===== src/rtl/rv_fifo_pkg.sv =====
package rv_fifo_pkg;
  typedef struct packed {
    logic push;    // word written into the slot at the write pointer
    logic pop;     // word taken by the consumer
    logic bypass;  // output data taken straight from the input
  } fifoStrobes_t;
endpackage


===== src/rtl/rv_fifo_ctrl.sv =====
module rv_fifo_ctrl
  import rv_fifo_pkg::*;
#(
  parameter int DEPTH      = 5,
  parameter bit COMB_READY = 1'b0,
  parameter bit COMB_VALID = 1'b0,
  localparam int IDX_W = (DEPTH > 1) ? $clog2(DEPTH) : 1,
  localparam int CNT_W = $clog2(DEPTH + 1)
) (
  input  logic             clk,
  input  logic             rst,
  input  logic             inValid,
  input  logic             outReady,
  output logic             inReady,
  output logic             outValid,
  output logic [CNT_W-1:0] count,
  output logic [IDX_W-1:0] wrIdx,
  output logic [IDX_W-1:0] rdIdx,
  output fifoStrobes_t     stb
);
  localparam logic [IDX_W-1:0] LAST_IDX = IDX_W'(DEPTH - 1);
  localparam logic [CNT_W-1:0] FULL_CNT = CNT_W'(DEPTH);

  logic isFull;
  logic isEmpty;

  assign isFull  = (count == FULL_CNT);
  assign isEmpty = (count == '0);

  generate
    if (COMB_READY) begin : g_combReady
      assign inReady = !isFull || outReady;
    end else begin : g_regReady
      assign inReady = !isFull;
    end

    if (COMB_VALID) begin : g_combValid
      assign outValid   = !isEmpty || inValid;
      assign stb.bypass = isEmpty;
    end else begin : g_regValid
      assign outValid   = !isEmpty;
      assign stb.bypass = 1'b0;
    end
  endgenerate

  assign stb.push = inValid && inReady;
  assign stb.pop  = outValid && outReady;

  always_ff @(posedge clk) begin
    if (rst) begin
      count <= '0;
      wrIdx <= '0;
      rdIdx <= '0;
    end else begin
      if (stb.push) begin
        wrIdx <= (wrIdx == LAST_IDX) ? '0 : wrIdx + 1'b1;
      end
      if (stb.pop) begin
        rdIdx <= (rdIdx == LAST_IDX) ? '0 : rdIdx + 1'b1;
      end
      case ({stb.push, stb.pop})
        2'b10:   count <= count + 1'b1;
        2'b01:   count <= count - 1'b1;
        default: count <= count;
      endcase
    end
  end
endmodule


===== src/rtl/rv_fifo_dp.sv =====
module rv_fifo_dp
  import rv_fifo_pkg::*;
#(
  parameter int DATA_W = 8,
  parameter int DEPTH  = 5,
  localparam int IDX_W = (DEPTH > 1) ? $clog2(DEPTH) : 1
) (
  input  logic              clk,
  input  fifoStrobes_t      stb,
  input  logic [IDX_W-1:0]  wrIdx,
  input  logic [IDX_W-1:0]  rdIdx,
  input  logic [DATA_W-1:0] inData,
  input  logic [IDX_W-1:0]  dbgIndex,
  output logic [DATA_W-1:0] outData,
  output logic [DATA_W-1:0] dbgData
);
  logic [DATA_W-1:0] mem [DEPTH];

  always_ff @(posedge clk) begin
    if (stb.push) begin
      mem[wrIdx] <= inData;
    end
  end

  assign outData = stb.bypass ? inData : mem[rdIdx];
  assign dbgData = (int'(dbgIndex) < DEPTH) ? mem[dbgIndex] : '0;
endmodule


===== src/rtl/rv_fifo.sv =====
module rv_fifo
  import rv_fifo_pkg::*;
#(
  parameter int DATA_W     = 8,
  parameter int DEPTH      = 5,
  parameter bit COMB_READY = 1'b0,
  parameter bit COMB_VALID = 1'b0,
  localparam int IDX_W = (DEPTH > 1) ? $clog2(DEPTH) : 1,
  localparam int CNT_W = $clog2(DEPTH + 1)
) (
  input  logic              clk,
  input  logic              rst,
  input  logic              inValid,
  output logic              inReady,
  input  logic [DATA_W-1:0] inData,
  output logic              outValid,
  input  logic              outReady,
  output logic [DATA_W-1:0] outData,
  output logic [CNT_W-1:0]  count,
  input  logic [IDX_W-1:0]  dbgIndex,
  output logic [DATA_W-1:0] dbgData,
  output logic [IDX_W-1:0]  dbgWrIdx,
  output logic [IDX_W-1:0]  dbgRdIdx
);
  fifoStrobes_t stb;
  logic [IDX_W-1:0] wrIdx;
  logic [IDX_W-1:0] rdIdx;

  rv_fifo_ctrl #(
    .DEPTH(DEPTH), .COMB_READY(COMB_READY), .COMB_VALID(COMB_VALID)
  ) ctrl_i (
    .clk(clk), .rst(rst), .inValid(inValid), .outReady(outReady),
    .inReady(inReady), .outValid(outValid), .count(count),
    .wrIdx(wrIdx), .rdIdx(rdIdx), .stb(stb)
  );

  rv_fifo_dp #(
    .DATA_W(DATA_W), .DEPTH(DEPTH)
  ) dp_i (
    .clk(clk), .stb(stb), .wrIdx(wrIdx), .rdIdx(rdIdx), .inData(inData),
    .dbgIndex(dbgIndex), .outData(outData), .dbgData(dbgData)
  );

  assign dbgWrIdx = wrIdx;
  assign dbgRdIdx = rdIdx;
endmodule


===== config.mk =====
export PLATFORM = sky130hd
export DESIGN_NAME = rv_fifo
export DESIGN_NICKNAME = d
export VERILOG_FILES = /design/src/rtl/rv_fifo_pkg.sv /design/src/rtl/rv_fifo_ctrl.sv /design/src/rtl/rv_fifo_dp.sv /design/src/rtl/rv_fifo.sv
export SDC_FILE = /design/constraint.sdc
export NUM_CORES = 1
export LEC_CHECK = 0
export BUFFER_PORTS_ARGS = -buffer_cell sky130_fd_sc_hd__buf_2
export CORE_ASPECT_RATIO = 0.7
export CORE_MARGIN = 5
export CORE_UTILIZATION = 30
export CTS_BUF_LIST = sky130_fd_sc_hd__clkbuf_4
export DETAILED_ROUTE_END_ITERATION = 12
export GPL_ROUTABILITY_DRIVEN = 0
export GPL_TIMING_DRIVEN = 0
export SLEW_MARGIN = 15
export SYNTH_ARGS = -nofsm -noshare
export SYNTH_HDL_FRONTEND = slang
export SYNTH_SLANG_ARGS = --single-unit

===== constraint.sdc =====
create_clock -name clk -period 3.1 [get_ports clk]
set_input_delay 0.31 -clock clk [delete_from_list [all_inputs] [get_ports clk]]
set_output_delay 0.31 -clock clk [all_outputs]
set_load 0.02 [all_outputs]

==> flow_metrics.env <==
export IMPL_core_mm2=0.00791
export IMPL_cts_hold_buf=0
export IMPL_max_slew_margin_pct=63.5
export IMPL_layout_cells_non_filler=327
export IMPL_critPathKind="flop to flop"
export IMPL_design_die_area_mm2=0.0101
export IMPL_hpwl_um=3940
export IMPL_ir_drop_v=0.000220
export IMPL_crit_path_max_incr_delay_ps=450
export IMPL_synth_edf_count=40
export IMPL_outcome="finished clean"
export IMPL_num_nets_final=246
export IMPL_die_y_um=85.4
export IMPL_maxCapViolCount=0
export IMPL_overflow=0
export IMPL_syn_num_nets=195
export IMPL_n_antenna_cell=0
export IMPL_drive_gt1_share_pct=35.8
export IMPL_setup_viol=0
export IMPL_synth_top_flop_cell="edfxtp_1"
export IMPL_drc=0
export IMPL_p_per_area_mw_per_mm2=613
export IMPL_cp_start_kind="flop"
export IMPL_rsz0062_at_grt="false"
export IMPL_synth_cell_area_mm2=0.00244
export IMPL_crit_reg2reg_launch="ctrl_i.count[0]"
export IMPL_min_path_type="input pin to flop"
export IMPL_timing_final_crit_share_pct=74.7
export IMPL_critPathMaxFanout=6
export IMPL_cts_buffers=5
export IMPL_clk_path_buf_depth=2
export IMPL_min_period_ps=2320
export IMPL_hold_viol=0
export IMPL_max_freq_mhz=432
export IMPL_clkTransAtPathRegs_ps=160
export IMPL_path_buf_inv=2
export IMPL_yosys_area_top_type="edfxtp_1"
export IMPL_yosysMostFrequentCell="edfxtp_1"
export IMPL_grt_pass1_wl_um=8400
export IMPL_cts_resized=0
export IMPL_row_count=27
export IMPL_grt_usage_pct=10.5
export IMPL_crit_arrival_ps=2640
export IMPL_synthCells=174
export IMPL_start_util_pct=30.8
export IMPL_r2r_setup_slack_ps=780
export IMPL_tritoncts="yes"
export IMPL_antenna_found_initial=0
export IMPL_netlist_top_cells_area="edfxtp_1, dfxtp_1, mux4_2, mux2i_1, mux2_2"
export IMPL_critical_path_top_delay_family="simple AND/OR/NAND/NOR gates"
export IMPL_grt_pass1_vias=1630
export IMPL_netlist_area_leader_share_pct=49.3
export IMPL_holdPathEnd="dp_i.mem[0][1]"
export IMPL_port_buffers=39
export IMPL_cts_root_buffer="clkbuf_4"
export IMPL_clock_latency_ps=380
export IMPL_cts_max_level=2
export IMPL_synth_distinct_cells=35
export IMPL_leakage_nw=1.08
export IMPL_skew_ps=22.1
export IMPL_yosysWarningCount=0
export IMPL_worst_slew_pin_slew_ps=543
export IMPL_postCtsSetupBuffers=0
export IMPL_end_kind="flop"
export IMPL_r2r_end="ctrl_i.count[2]"
export IMPL_ys_top_cells_by_count="edfxtp_1, mux2i_1, dfxtp_1"
export IMPL_wl_per_cell_um=15.6
export IMPL_dp_cells=319
export IMPL_holdPathStages=1
export IMPL_dieWidth_um=118
export IMPL_crit_chain="and3b_2, inv_1, nand2_2, ha_1, inv_1, fa_1, xor2_1, or3_1, a21oi_1"
export IMPL_drtIter0Drc=59
export IMPL_min_from="inData[1]"
export IMPL_crit_top_cell="inv_1"
export IMPL_drtPass1Iterations=5
export IMPL_preCtsSetupSlack_ps=807
export IMPL_fin_util_pct=36.8
export IMPL_yosysSeqAreaShare_pct=59.1
export IMPL_vias=1565
export IMPL_ys_ff_latch=52
export IMPL_ant_nets=0
export IMPL_worst_slack_ps=783
export IMPL_wirelength_um=5100
export IMPL_async_reset_ff_share_pct=0
export IMPL_ios=42
export IMPL_slew_violations=0
export IMPL_grt_max_degree=17
export IMPL_cts_sinks=52
export IMPL_area_growth_pct=19.4
export IMPL_syn_avg_cell_area_um2=14.0
export IMPL_vias_per_cell=4.79
export IMPL_r2r_cells=9
export IMPL_crit_slowest_cell="dfxtp_1"
export IMPL_crit_required_ps=3420
-- per-stage QoR --
| stage | hold slack [ps] | setup TNS [ps] | power, mW | instance area [µm²] |
|---|---|---|---|---|
| after detailed placement | 521 | 0 | 1.42 | 2830 |
| after global routing | 127 | 0 | 1.90 | 2910 |
| after global placement | 510 | -71.4 | 1.40 | 2760 |
| final | 150 | 0 | 1.79 | 2910 |
| after floorplan | 409 | 0 | 1.25 | 2440 |
| after CTS | 141 | 0 | 1.81 | 2910 |
-- layout make-up --
type	instances	area [µm²]
fill	778	4990
sequential	52	1440
multi-input combinational	104	946
timing repair buffer	44	233
tap	101	126
clock buffer	6	45.0
buffer	8	45.0
clock inverter	2	38.8
inverter	10	37.5
-- logic make-up (layout without fill, tap and decap cells) --
family | Yosys count | count (layout) | synth area share [%]
XOR/XNOR | 2 | 2 | 0.718
buffers and inverters | 18 | 70 | 3.39
AO/OA/AOI/OAI | 31 | 31 | 8.11
adder cells (fa/ha/maj) | 6 | 6 | 3.39
multiplexers | 32 | 32 | 17.8
AND/OR/NAND/NOR | 33 | 33 | 7.49
flip-flops | 52 | 52 | 59.1
-- sequential cells by signal, indices dropped and copies added (netlist names), named ones only --
name and flops:
dp_i.mem 40, ctrl_i.count 3, ctrl_i.rdIdx 3, ctrl_i.wrIdx 3
-- metal layers --
layer	vias to the layer above	GRT usage, %	routed length [µm]
met5	-	0	0
met2	38	17.0	2380
met1	753	13.5	2390
met3	5	2.80	278
met4	0	3.75	56
li1	769	-	-
-- worst reg2reg max path: cells and delay by family (launching register included) --
kind | cells | cell delay, ps
compound gates | 1 | 140
xor+xnor | 1 | 160
fa+ha+maj | 2 | 590
buf+inv | 2 | 180
flops | 1 | 450
simple gates | 3 | 740
-- report_power, final --
part           switching, mW  leakage [nW]  total, mW  internal [mW]
logic                  0.310         0.570      0.546          0.236
registers             0.0452         0.464      0.851          0.806
clock network          0.206        0.0463      0.389          0.182
-- placed cells by master, fill, tap and decap left out, types with 6 or more instances in the layout --
cell type and count:
mux2i_1 13, nor2_1 9, inv_1 10, buf_4 7
dfxtp_1 12, mux2_2 11, edfxtp_1 40, buf_2 39
clkbuf_4 6, o21ai_0 11, a21oi_1 8, mux4_2 8
-- how the worst max path moves through the flow --
stage               slack, ps             from               to  depth (start not counted)
floorplan                 660  ctrl_i.count[1]   dp_i.mem[4][0]                          4
global placement          -10  ctrl_i.count[1]   dp_i.mem[4][5]                          4
detailed placement        810  ctrl_i.count[0]  ctrl_i.count[2]                          9
CTS                       780  ctrl_i.count[0]  ctrl_i.count[2]                          9
global route              580  ctrl_i.count[0]  ctrl_i.count[2]                          9
finish                    780  ctrl_i.count[0]  ctrl_i.count[2]                          9
Note: power is estimated with default switching activity, not from simulation.
